## config.mk

```make
export PLATFORM = sky130hd
export DESIGN_NAME = systick_timer
export DESIGN_NICKNAME = d
export VERILOG_FILES = /design/src/rtl/systick_pkg.sv /design/src/rtl/systick_edge_sync.sv /design/src/rtl/systick_counter.sv /design/src/rtl/systick_regs.sv /design/src/rtl/systick_timer.sv
export SDC_FILE = /design/constraint.sdc
export NUM_CORES = 1
export LEC_CHECK = 0
export ABC_CLOCK_PERIOD_IN_PS = 2440
export BUFFER_PORTS_ARGS = -buffer_cell sky130_fd_sc_hd__buf_4
export CAP_MARGIN = 5
export CORE_UTILIZATION = 42
export DETAILED_ROUTE_END_ITERATION = 7
export RECOVER_POWER = 50
export SKIP_LAST_GASP = 1
export SLEW_MARGIN = 20
export SYNTH_ARGS = -nofsm -noshare
export SYNTH_HDL_FRONTEND = slang
export SYNTH_SLANG_ARGS = --single-unit
```

## constraint.sdc

```tcl
create_clock -name clk -period 2.44 [get_ports clk]
set_input_delay 0.488 -clock clk [delete_from_list [all_inputs] [get_ports clk]]
set_output_delay 0.488 -clock clk [all_outputs]
set_load 0.1 [all_outputs]
```

## src/rtl/systick_pkg.sv

```systemverilog
// Package: shared constants for the system tick timer.
// Holds the register offsets and control-bit positions that software decodes.
package systick_pkg;
    localparam int DATA_W   = 32;
    localparam int ADDR_W   = 8;

    localparam logic [ADDR_W-1:0] OFS_CTRL   = 8'h10;
    localparam logic [ADDR_W-1:0] OFS_RELOAD = 8'h14;
    localparam logic [ADDR_W-1:0] OFS_COUNT  = 8'h18;
    localparam logic [ADDR_W-1:0] OFS_CALIB  = 8'h1C;

    localparam int BIT_EN      = 0;
    localparam int BIT_TICKINT = 1;
    localparam int BIT_CLKSRC  = 2;
    localparam int BIT_FLAG    = 16;
    localparam int BIT_INEXACT = 30;
    localparam int BIT_NOREF   = 31;
endpackage

```

## src/rtl/systick_edge_sync.sv

```systemverilog
// Module: systick_edge_sync
// Brings the asynchronous reference tick into the clock domain through a
// chain of SYNC_STAGES flops and emits a one-cycle pulse per rising edge.
// Assumes the tick stays high and low for at least two clock cycles each.
module systick_edge_sync #(
    parameter int SYNC_STAGES = 2
) (
    input  logic clk,
    input  logic rst_n,
    input  logic async_in,
    output logic rise_o
);
    localparam int TOP = SYNC_STAGES - 1;

    logic [SYNC_STAGES-1:0] chain_q;
    logic                   prev_q;

    generate
        if (SYNC_STAGES > 1) begin : g_chain
            // Shift the input through the synchronizer chain.
            always_ff @(posedge clk) begin
                if (!rst_n) chain_q <= '0;
                else        chain_q <= {chain_q[SYNC_STAGES-2:0], async_in};
            end
        end else begin : g_single
            // Single stage synchronizer variant.
            always_ff @(posedge clk) begin
                if (!rst_n) chain_q <= '0;
                else        chain_q <= async_in;
            end
        end
    endgenerate

    // Remember the last synchronized level for edge detection.
    always_ff @(posedge clk) begin
        if (!rst_n) prev_q <= 1'b0;
        else        prev_q <= chain_q[TOP];
    end

    assign rise_o = chain_q[TOP] & ~prev_q;
endmodule

```

## src/rtl/systick_counter.sv

```systemverilog
// Module: systick_counter
// The down-counter with reload, the sticky wrap flag and the interrupt pulse.
// Assumes clr_i and flag_clr_i are single-cycle strobes from the register file.
// A clear has priority over a step in the same cycle.
module systick_counter #(
    parameter int CNT_W = 24
) (
    input  logic             clk,
    input  logic             rst_n,
    input  logic             step_i,
    input  logic             clr_i,
    input  logic             flag_clr_i,
    input  logic             tickint_i,
    input  logic [CNT_W-1:0] reload_i,
    output logic [CNT_W-1:0] count_o,
    output logic             flag_o,
    output logic             irq_o
);
    localparam logic [CNT_W-1:0] ONE  = CNT_W'(1);
    localparam logic [CNT_W-1:0] ZERO = '0;

    logic [CNT_W-1:0] count_q;
    logic             flag_q;
    logic             irq_q;
    logic             wrap;

    // Detect the 1-to-0 transition that defines a wrap.
    always_comb begin
        wrap = step_i && !clr_i && (count_q == ONE);
    end

    // Count down, reload from zero, or clear on a software write.
    always_ff @(posedge clk) begin
        if (!rst_n)          count_q <= ZERO;
        else if (clr_i)      count_q <= ZERO;
        else if (step_i) begin
            if (count_q == ZERO) count_q <= reload_i;
            else                 count_q <= count_q - ONE;
        end
    end

    // Sticky wrap flag: a wrap wins over a clear in the same cycle.
    always_ff @(posedge clk) begin
        if (!rst_n)                   flag_q <= 1'b0;
        else if (wrap)                flag_q <= 1'b1;
        else if (clr_i || flag_clr_i) flag_q <= 1'b0;
    end

    // One-cycle interrupt request, aligned with the zero count.
    always_ff @(posedge clk) begin
        if (!rst_n) irq_q <= 1'b0;
        else        irq_q <= wrap && tickint_i;
    end

    assign count_o = count_q;
    assign flag_o  = flag_q;
    assign irq_o   = irq_q;
endmodule

```

## src/rtl/systick_regs.sv

```systemverilog
// Module: systick_regs
// Register file: address decode, control bits, reload value, read mux and
// the clear strobes for the counter. Assumes single-cycle bus requests.
// Read data is registered, so it is valid one cycle after the request.
module systick_regs
    import systick_pkg::*;
#(
    parameter int               CNT_W       = 24,
    parameter logic [CNT_W-1:0] CAL_TENMS   = '0,
    parameter bit               CAL_INEXACT = 1'b0,
    parameter bit               NO_REF      = 1'b0
) (
    input  logic              clk,
    input  logic              rst_n,
    input  logic              sel_i,
    input  logic              wr_i,
    input  logic [ADDR_W-1:0] addr_i,
    input  logic [DATA_W-1:0] wdata_i,
    output logic [DATA_W-1:0] rdata_o,
    input  logic [CNT_W-1:0]  count_i,
    input  logic              flag_i,
    output logic              en_o,
    output logic              tickint_o,
    output logic              clksrc_o,
    output logic [CNT_W-1:0]  reload_o,
    output logic              count_clr_o,
    output logic              flag_clr_o
);
    localparam int PAD_W = DATA_W - CNT_W;

    logic              wr_ctrl, wr_reload, wr_count, rd_any, rd_ctrl;
    logic              en_q, tickint_q, clksrc_q;
    logic [CNT_W-1:0]  reload_q;
    logic [DATA_W-1:0] rdata_q;
    logic [DATA_W-1:0] rd_mux;
    logic [DATA_W-1:0] calib_word;

    // Decode the access into per-register strobes.
    always_comb begin
        wr_ctrl   = sel_i && wr_i && (addr_i == OFS_CTRL);
        wr_reload = sel_i && wr_i && (addr_i == OFS_RELOAD);
        wr_count  = sel_i && wr_i && (addr_i == OFS_COUNT);
        rd_any    = sel_i && !wr_i;
        rd_ctrl   = rd_any && (addr_i == OFS_CTRL);
    end

    // Control bits; the clock source is pinned to 1 without a reference.
    always_ff @(posedge clk) begin
        if (!rst_n) begin
            en_q      <= 1'b0;
            tickint_q <= 1'b0;
            clksrc_q  <= NO_REF;
        end else if (wr_ctrl) begin
            en_q      <= wdata_i[BIT_EN];
            tickint_q <= wdata_i[BIT_TICKINT];
            clksrc_q  <= NO_REF ? 1'b1 : wdata_i[BIT_CLKSRC];
        end
    end

    // Reload value, truncated to the counter width.
    always_ff @(posedge clk) begin
        if (!rst_n)         reload_q <= '0;
        else if (wr_reload) reload_q <= wdata_i[CNT_W-1:0];
    end

    // Fixed calibration word built from parameters.
    always_comb begin
        calib_word               = '0;
        calib_word[CNT_W-1:0]    = CAL_TENMS;
        calib_word[BIT_INEXACT]  = CAL_INEXACT;
        calib_word[BIT_NOREF]    = NO_REF;
    end

    // Select the word returned for the addressed register.
    always_comb begin
        rd_mux = '0;
        case (addr_i)
            OFS_CTRL: begin
                rd_mux[BIT_EN]      = en_q;
                rd_mux[BIT_TICKINT] = tickint_q;
                rd_mux[BIT_CLKSRC]  = clksrc_q;
                rd_mux[BIT_FLAG]    = flag_i;
            end
            OFS_RELOAD: rd_mux = {{PAD_W{1'b0}}, reload_q};
            OFS_COUNT:  rd_mux = {{PAD_W{1'b0}}, count_i};
            OFS_CALIB:  rd_mux = calib_word;
            default:    rd_mux = '0;
        endcase
    end

    // Register the read data for a one-cycle read latency.
    always_ff @(posedge clk) begin
        if (!rst_n)      rdata_q <= '0;
        else if (rd_any) rdata_q <= rd_mux;
    end

    assign rdata_o     = rdata_q;
    assign en_o        = en_q;
    assign tickint_o   = tickint_q;
    assign clksrc_o    = clksrc_q;
    assign reload_o    = reload_q;
    assign count_clr_o = wr_count;
    assign flag_clr_o  = rd_ctrl;
endmodule

```

## src/rtl/systick_timer.sv

```systemverilog
// Module: systick_timer (top)
// Periodic 24-bit down-counter timer with a register port, a selectable
// step source and an interrupt request pulse. Assumes ref_tick is slow
// compared with clk. All state uses a synchronous active-low reset.
module systick_timer
    import systick_pkg::*;
#(
    parameter int               CNT_W       = 24,
    parameter int               SYNC_STAGES = 2,
    parameter logic [CNT_W-1:0] CAL_TENMS   = '0,
    parameter bit               CAL_INEXACT = 1'b0,
    parameter bit               NO_REF      = 1'b0
) (
    input  logic        clk,
    input  logic        rst_n,
    input  logic        bus_sel,
    input  logic        bus_wr,
    input  logic [7:0]  bus_addr,
    input  logic [31:0] bus_wdata,
    output logic [31:0] bus_rdata,
    input  logic        ref_tick,
    output logic        irq_req
);
    logic             ctl_en, ctl_tickint, ctl_clksrc;
    logic [CNT_W-1:0] reload_val;
    logic [CNT_W-1:0] cur_val;
    logic             cnt_flag;
    logic             cnt_clr, flag_clr;
    logic             ref_rise;
    logic             step;

    systick_edge_sync #(.SYNC_STAGES(SYNC_STAGES)) u_sync (
        .clk      (clk),
        .rst_n    (rst_n),
        .async_in (ref_tick),
        .rise_o   (ref_rise)
    );

    // Pick the step source: every clock or a reference tick edge.
    always_comb begin
        step = ctl_en && (ctl_clksrc || ref_rise);
    end

    systick_regs #(
        .CNT_W       (CNT_W),
        .CAL_TENMS   (CAL_TENMS),
        .CAL_INEXACT (CAL_INEXACT),
        .NO_REF      (NO_REF)
    ) u_regs (
        .clk         (clk),
        .rst_n       (rst_n),
        .sel_i       (bus_sel),
        .wr_i        (bus_wr),
        .addr_i      (bus_addr),
        .wdata_i     (bus_wdata),
        .rdata_o     (bus_rdata),
        .count_i     (cur_val),
        .flag_i      (cnt_flag),
        .en_o        (ctl_en),
        .tickint_o   (ctl_tickint),
        .clksrc_o    (ctl_clksrc),
        .reload_o    (reload_val),
        .count_clr_o (cnt_clr),
        .flag_clr_o  (flag_clr)
    );

    systick_counter #(.CNT_W(CNT_W)) u_cnt (
        .clk        (clk),
        .rst_n      (rst_n),
        .step_i     (step),
        .clr_i      (cnt_clr),
        .flag_clr_i (flag_clr),
        .tickint_i  (ctl_tickint),
        .reload_i   (reload_val),
        .count_o    (cur_val),
        .flag_o     (cnt_flag),
        .irq_o      (irq_req)
    );
endmodule

```

# Yosys cells after proc, flatten, opt, wreduce, memory -nomap -nowiden
# Index checks and enable logic that the tools add are counted.
# classes
mux,7
eq_ne,4
reduce_logical,17
add_sub_neg,1
bitwise,3
# op_table
operator,count
case mux 13 bit (2 select lines),1
equality test 24 x 1 -> 1 bit (second input constant),1
equality test 8 x 5 -> 1 bit (second input constant),3
logical NOT 24 bit,1
two-way mux 24 bit,1
subtractor 24 x 1 -> 24 bit (second input constant),1
case mux 7 bit (2 select lines),1
logical AND 1 bit,10
case mux 3 bit (3 select lines),1
case mux 1 bit (3 select lines),1
logical NOT 1 bit,2
logical OR 1 bit,2
two-way mux 1 bit,2
NOT 1 bit,2
nonzero test 2 bit,1
OR reduction 2 bit,1
AND 1 bit,1
# word_totals
wordCells,42
input_bits,45
out_inout_bits,33
reg_bits,88

# Logic depth before layout (Yosys ltp)
# Gate-level depths: netlist of the first run.
# depth
ltp_word,7
depth_mapped,8
ltp_nobuf,7

# Cells and area by module
# A second synthesis of the first run with hierarchy kept.
# hier_totals
hier_cells,442
area_unflattened_um2,4012.6
# modules_own_cells
module,n_inst,cells_per_inst,area_each_um2,seq_area_each_um2
systick_regs,1,225,2204.6,1021.0
systick_counter,1,209,1707.9,520.5
systick_edge_sync,1,7,92.6,60.1
systick_timer,1,1,7.5,0.0

# Worst setup path after synthesis of the first run
# No wires, ideal clock.
# synth_path
path_kind,input -> register
from,input port bus_addr[1]
to,register u_regs.reload_q[10] (netlist: u_regs.reload_o[10])
setup_ns,0.128
n_path_buf,2
required_ns,2.312
stages,7
arrival_time_ns,2.037
setup_slack_ns,0.275
cell_sequence,or4b_4 nor4_1 nor2b_1 buf_2 buf_6 mux2i_1 nor2_1
# synth_via
elab_chain_cells,2
# synth_rtl
element,line_no,rtl
"start, declared",systick_timer.sv:18,"input logic [7:0] bus_addr,"
equality test 8 x 5 -> 1 bit,systick_regs.sv:41,wr_reload = sel_i && wr_i && (addr_i == OFS_RELOAD);
logical AND 1 bit,systick_regs.sv:41,
"end signal, assigned",systick_regs.sv:63,else if (wr_reload) reload_q <= wdata_i[CNT_W-1:0];
"end, declared",systick_regs.sv:33,logic [CNT_W-1:0] reload_q;
# Every way passes these cells.
# A chain may end at the register's enable or synchronous reset.

# Final worst setup path of the first run
# layout_path
from,register u_cnt.count_q[1] (netlist: u_cnt.count_o[1])
to,register u_cnt.count_q[20] (netlist: u_cnt.count_o[20])
# layout_via
elab_chain_cells,2
elab_cells_between_ends,3
classes_between,add/sub: 1; mux: 1; reduce/logical: 1
# layout_rtl
element,line_no,rtl
"start, declared",systick_counter.sv:22,logic [CNT_W-1:0] count_q;
"start signal, assigned",systick_counter.sv:37,if (count_q == ZERO) count_q <= reload_i;
"start signal, assigned",systick_counter.sv:38,else count_q <= count_q - ONE;
subtractor 24 x 1 -> 24 bit or logical NOT 24 bit (tied branches),"systick_counter.sv:38, systick_counter.sv:37",
two-way mux 24 bit (*),systick_counter.sv:37,
# Every way passes the cells marked *; elsewhere a longest branch is shown, timed or not.

==> results of run 1 <==
[flip-flops by register name, indices dropped and copies added (netlist names)]
register          cells
u_cnt.count_o        24
u_regs.en_o           1
u_regs.reload_o      24
u_regs.rdata_o       24
u_regs.tickint_o      1
u_sync.prev_q         1
u_cnt.irq_o           1
u_cnt.flag_o          1
u_sync.chain_q        2
u_regs.clksrc_o       1
[where the power goes]
group | internal (W) | total, W | leakage (nW) | switching, W
Sequential | 0.00133 | 0.00133 | 0.648 | 0.00000902
Combinational | 0.0000751 | 0.000340 | 1.13 | 0.000265
Clock | 0.000517 | 0.00105 | 0.105 | 0.000534
Total | 0.00192 | 0.00273 | 1.89 | 0.000808
[kinds of logic (layout without fill, tap and decap cells)]
logic type | after synthesis | after routing
buf+inv | 54 | 120
mux | 35 | 35
simple gates | 181 | 181
fa+ha+maj | 3 | 3
compound gates | 120 | 120
flops | 80 | 80
other cells | 1 | 8
[metal layers]
metal | part of all wire (%) | wire, um | global-route usage [%] | vias up
met2 | 47 | 5180 | 37.6 | 123
met4 | 2.2 | 240 | 9.25 | 0
met1 | 46 | 5060 | 31.0 | 1812
met3 | 4.7 | 518 | 3.62 | 18
li1 | - | - | - | 1875
met5 | 0 | 0 | 0 | -
[worst min-delay path by stage]
stage | start | to | slack [ns] | depth (start not counted)
3_3_place_gp | u_sync.chain_q[0] | u_sync.chain_q[1] | 0.42 | 1
4_1_cts | ref_tick | u_sync.chain_q[0] | 0.32 | 2
5_1_grt | ref_tick | u_sync.chain_q[0] | 0.32 | 2
2_1_floorplan | u_sync.chain_q[0] | u_sync.chain_q[1] | 0.41 | 1
6_report | ref_tick | u_sync.chain_q[0] | 0.33 | 2
3_5_place_dp | u_sync.chain_q[0] | u_sync.chain_q[1] | 0.43 | 1
[synth_stat cells, drive strengths merged (4+ instances only)]
cell type   n
a21oi      12
a221oi     25
a22oi       4
a31oi      10
and2        4
buf        18
clkbuf     26
dfxtp      80
inv        10
mux2i      35
nand2      34
nand3      11
nand4       9
nor2       66
nor2b       7
nor3       10
nor4       12
o21a        6
o21ai      36
o22ai       6
or2         4
or3         7
or4         6
[layout make-up]
| class | instances | area [sq um] | area share, % |
|---|---|---|---|
| sequential | 80 | 1600 | 33.1 |
| clock inverter | 6 | 75.1 | 1.55 |
| timing repair buffer | 94 | 646 | 13.3 |
| multi-input combinational | 347 | 2180 | 45.1 |
| tap | 129 | 161 | 3.33 |
| clock buffer | 10 | 138 | 2.84 |
| inverter | 10 | 37.5 | 0.775 |
[stage by stage]
stage	worst slack (ns)	instances	total power [W]	cell area, sq um	utilization [%]
after detailed placement	0.118	660	0.00173	4740	51.0
after floorplan	0.275	481	0.00163	4070	-
final	0.237	676	0.00273	4840	52.1
after global placement	0.129	660	0.00172	4740	51.0
after global routing	0.0489	676	0.00281	4840	52.1
after CTS	0.211	676	0.00277	4950	53.3
==> results.yml, run 1 <==
outcome:
  status: "completed"
setup_path:
  r2r_start: "u_cnt.count_o[1]"
  cp.depth: 7
  timing.rr.end: "u_cnt.count_o[20]"
  critPathMaxStageDelay_ns: 0.48
  crit_arrival_ns: 2.50
  worst_setup_path_start_kind: "flop"
  crit_family: "simple AND/OR/NAND/NOR gates"
  path_cells: "inv_1 > ha_1 > or4b_1 > nor2_1 > nand4_1 > or4_1 > a31oi_1"
  cp-endpoint: "u_cnt.count_o[20]"
  path_buf_inv: 1
  end_kind: "flop"
  critPathKind: "reg -> reg"
  worstPathRequired_ns: 2.74
  worst-r2r-cell-count: 7
  critPathMaxFanout: 5
  reg2reg_setup_slack_ns: 0.24
  startpoint: "u_cnt.count_o[1]"
  crit_slowest_cell: "or4b_1"
synth:
  synth_top_family_by_area: "simple AND/OR/NAND/NOR gates"
  post_synth_num_cell_types: 58
  post_synth.cell_area_avg_sq_um: 8.53
  yosysTopAreaCell: "dfxtp_1"
  netlist_instances: 474
  synth-compound-area-share_pct: 20.5
  syn_area_sq_mm: 0.00404
  ys_ff_latch: 80
  synthSimpleGateAreaFrac_pct: 23.2
  ys_warn_count: 0
  synth_mux_area_share_pct: 8.67
  yosys_most_used_dff: "dfxtp_1"
  synth-edff-count: 0
  synthAdderAreaFrac_pct: 0.929
  async_flop_share_pct: 0
  yosysSeqAreaShare_pct: 39.6
  synthTopCellsByArea: "dfxtp_1 40%, mux2i_1 8.7%, nor2_1 6.1%, a221oi_1 5.4%, o21ai_0 4.5%"
  synth_xor_area_share_pct: 0
  yosysTopAreaCellShare_pct: 39.6
floorplanning:
  die_w_um: 100
  die_y_um: 100
  dieArea_sq_mm: 0.0100
  io_pins: 78
  core_area_sq_mm: 0.00928
  rows: 35
  start_util_pct: 43.5
sta:
  tightest_slew_ns: 1.18
  maxSlewViolCount: 0
  clock_skew_ns: 0.0102
  slew_headroom_pct: 21.8
  max_freq_mhz: 454
  setup_tns_ns: 0
  rsz0062_at_grt: "false"
  hold_ws_ns: 0.333
  finalCriticalPeriod_ns: 2.20
  hold_viol_final: 0
  setup_violations: 0
  layout_worst_path_cycle_share_pct: 90.3
finish:
  fill_cells: 942
  nets: 590
  drive_gt1_share_pct: 17.6
  layout_commonest_cell: "dfxtp_1"
  most-common-layout-cells: "80 x dfxtp_1, 66 x nor2_1, 64 x buf_4"
  antennaDiodeCount: 0
  area_delta_synth_final_pct: 19.8
clocking:
  cts_hold_buf: 0
  clock_sinks: 80
  cts_resized: 0
  htree_levels: 3
  clock_latency_ns: 0.36
  clk_pin_slew_ns: 0.09
  numCtsBuffers: 9
  cts_tree: "done"
  cts_max_path_buffers: 2
  cts_setup_buffers: 0
  clk_root_buffer_cell: "clkbuf_8"
worst_hold_path:
  hold_class: "in -> reg"
power_and_ir_drop:
  p_leak_nw: 1.89
  powerDensity_mw_per_mm2: 563
  ir_drop_v: 0.000321
placed_design:
  port_buffers: 61
  dp_hpwl_um: 7950
  gp_congestion: 0.885
grt:
  track_usage_pct: 23.2
  grt_max_degree: 32
  grt_pass1_wl_um: 18300
  antenna_found_initial: 0
  first_global_vias: 3638
  overflow: 0
route:
  drtIter0Drc: 245
  wl_per_cell_um: 16.3
  wl_um: 11000
  drc_errors: 0
  postRouteAntennaNets: 0
  vias: 3828
  dr.pass1.iters: 5
  viasPerCell: 5.66
job:
  drv_cap: 0
No activity file was read; power rests on OpenSTA's default activity.
==> inputs of run 2 (changes only) <==
- ABC_CLOCK_PERIOD_IN_PS: 2440 -> 2200
- BUFFER_PORTS_ARGS: -buffer_cell sky130_fd_sc_hd__buf_4 -> not set
- DONT_BUFFER_PORTS: not set -> 1
- MAX_ROUTING_LAYER: not set -> met4
- clock period: 2.44 -> 2.2 ns (I/O delays scaled with it)
==> run 2 against run 1 <==
Cell count fell by 3.6%. Utilization fell by 1.4 points. First-iteration DRC count fell by 44%. Routed wire length rose by 1.0%. Sequential share of layout area rose by 0.90 points. Design area fell by 2.7%. Highest routed layer unchanged.
==> results.yml, run 2 (synthesis gave the netlist of run 1 again) <==
setup_path:
  r2r_start: "u_cnt.count_o[18]"
  worstPathRequired_ns: 2.45
  critPathMaxFanout: 5
  startpoint: "u_cnt.count_o[18]"
  end_kind: "flop"
  worst_setup_path_start_kind: "flop"
  critPathKind: "reg -> reg"
  crit_arrival_ns: 2.31
route:
  viasPerCell: 5.70
  wl_per_cell_um: 17.0
  vias: 3718
  drc_errors: 0
  postRouteAntennaNets: 0
  wl_um: 11100
  drtIter0Drc: 136
  dr.pass1.iters: 5
sta:
  max_freq_mhz: 486
  tightest_slew_ns: 0.563
  maxSlewViolCount: 0
  setup_tns_ns: 0
  hold_viol_final: 0
  worst_slack_ns: 0.143
  rsz0062_at_grt: "false"
  slew_headroom_pct: 62.5
  finalCriticalPeriod_ns: 2.06
  layout_worst_path_cycle_share_pct: 93.5
  clock_skew_ns: 0.0124
  setup_violations: 0
  hold_ws_ns: 0.205
clocking:
  clock_sinks: 80
  cts_tree: "done"
  clk_pin_slew_ns: 0.08
  htree_levels: 3
  cts_hold_buf: 0
  clock_latency_ns: 0.36
  cts_max_path_buffers: 2
  clk_root_buffer_cell: "clkbuf_8"
  numCtsBuffers: 9
finish:
  most-common-layout-cells: "80 x dfxtp_1, 65 x nor2_1, 39 x buf_4"
  nets: 566
  area_delta_synth_final_pct: 16.6
  fill_cells: 948
  antennaDiodeCount: 0
  fin_area_sq_mm: 0.00471
  drive_gt1_share_pct: 18.9
  layout_commonest_cell: "dfxtp_1"
power_and_ir_drop:
  p_leak_nw: 1.86
  ir_drop_v: 0.000296
  powerDensity_mw_per_mm2: 633
  total_power_w: 0.00298
grt:
  top_usage_layer: "met2"
  first_global_vias: 3572
  grtUsageMet3_pct: 3.69
  met2_usage_pct: 38.6
  met1_usage_pct: 30.4
  antenna_found_initial: 0
  overflow: 0
  grt_pass1_wl_um: 18100
  track_usage_pct: 23.8
  grt_max_degree: 27
floorplanning:
  start_util_pct: 43.5
  die_y_um: 100
  io_pins: 78
  rows: 35
  dieArea_sq_mm: 0.0100
  core_area_sq_mm: 0.00928
  die_w_um: 100
placed_design:
  dpl_cell_area_sq_mm: 0.00460
  dp_hpwl_um: 8190
  gp_congestion: 0.877
  port_buffers: 0
  pre_cts_ws_ns: 0.0385
job:
  drv_cap: 0
worst_hold_path:
  hold_class: "in -> reg"
  hold_path_startpoint: "rst_n"
outcome:
  status: "completed"
## run 2: cell types whose count changed in the layout (fill, tap and decap cells not counted), moves of 2 or more
cell	previous run	this run
clkbuf_2	0	27
buf_4	64	39
clkbuf_1	26	2
inv_6	2	0
## run 2: final timing paths
kind	endpoint	cells after the start	slack [ns]
setup / recovery	u_cnt.count_o[13]	5	0.14
hold / removal	u_sync.chain_q[0]	1	0.20
setup reg to reg	u_cnt.count_o[13]	5	0.14
hold reg to reg	u_sync.chain_q[1]	1	0.44
## run 2: per-layer routing
layer | vias up | wire, um | part of all wire, %
li1 | 1818 | - | -
met1 | 1794 | 5090 | 46
met2 | 90 | 5370 | 48
met3 | 16 | 468 | 4.2
met4 | 0 | 170 | 1.5
met5 | - | 0 | 0
## run 2: where the power goes
group | switching, W | internal [W] | total (W)
combinational | 0.000275 | 0.0000519 | 0.000327
sequential | 0.00000847 | 0.00147 | 0.00148
clock | 0.000539 | 0.000640 | 0.00118
## run 2: worst max-delay path, stage by stage (launching register included)
cell     delay [ns]
dfxtp_1        0.36
or4_1          0.64
nor4_4         0.28
buf_4          0.17
nand4_1        0.17
o221a_2        0.32
## run 2: area by class of cell
class / instances / area, sq um / area share [%]
clock buffer: 11 / 131 / 2.79
clock inverter: 5 / 81.3 / 1.73
inverter: 10 / 37.5 / 0.797
multi-input combinational: 347 / 2190 / 46.5
sequential: 80 / 1600 / 34.0
tap: 129 / 161 / 3.43
timing repair buffer: 70 / 508 / 10.8
## run 2: per-stage QoR
| stage | util, % | cells |
|---|---|---|
| 2_1_floorplan | - | 481 |
| 3_3_place_gp | 49.6 | 636 |
| 3_5_place_dp | 49.6 | 636 |
| 4_1_cts | 51.8 | 652 |
| 5_1_grt | 50.8 | 652 |
| 6_report | 50.8 | 652 |
## run 2: what timing repair did
action | in CTS | in global routing
setup endpoints to repair | 0 | 1
resized for setup | 0 | 3
buffers inserted | 0 | 0
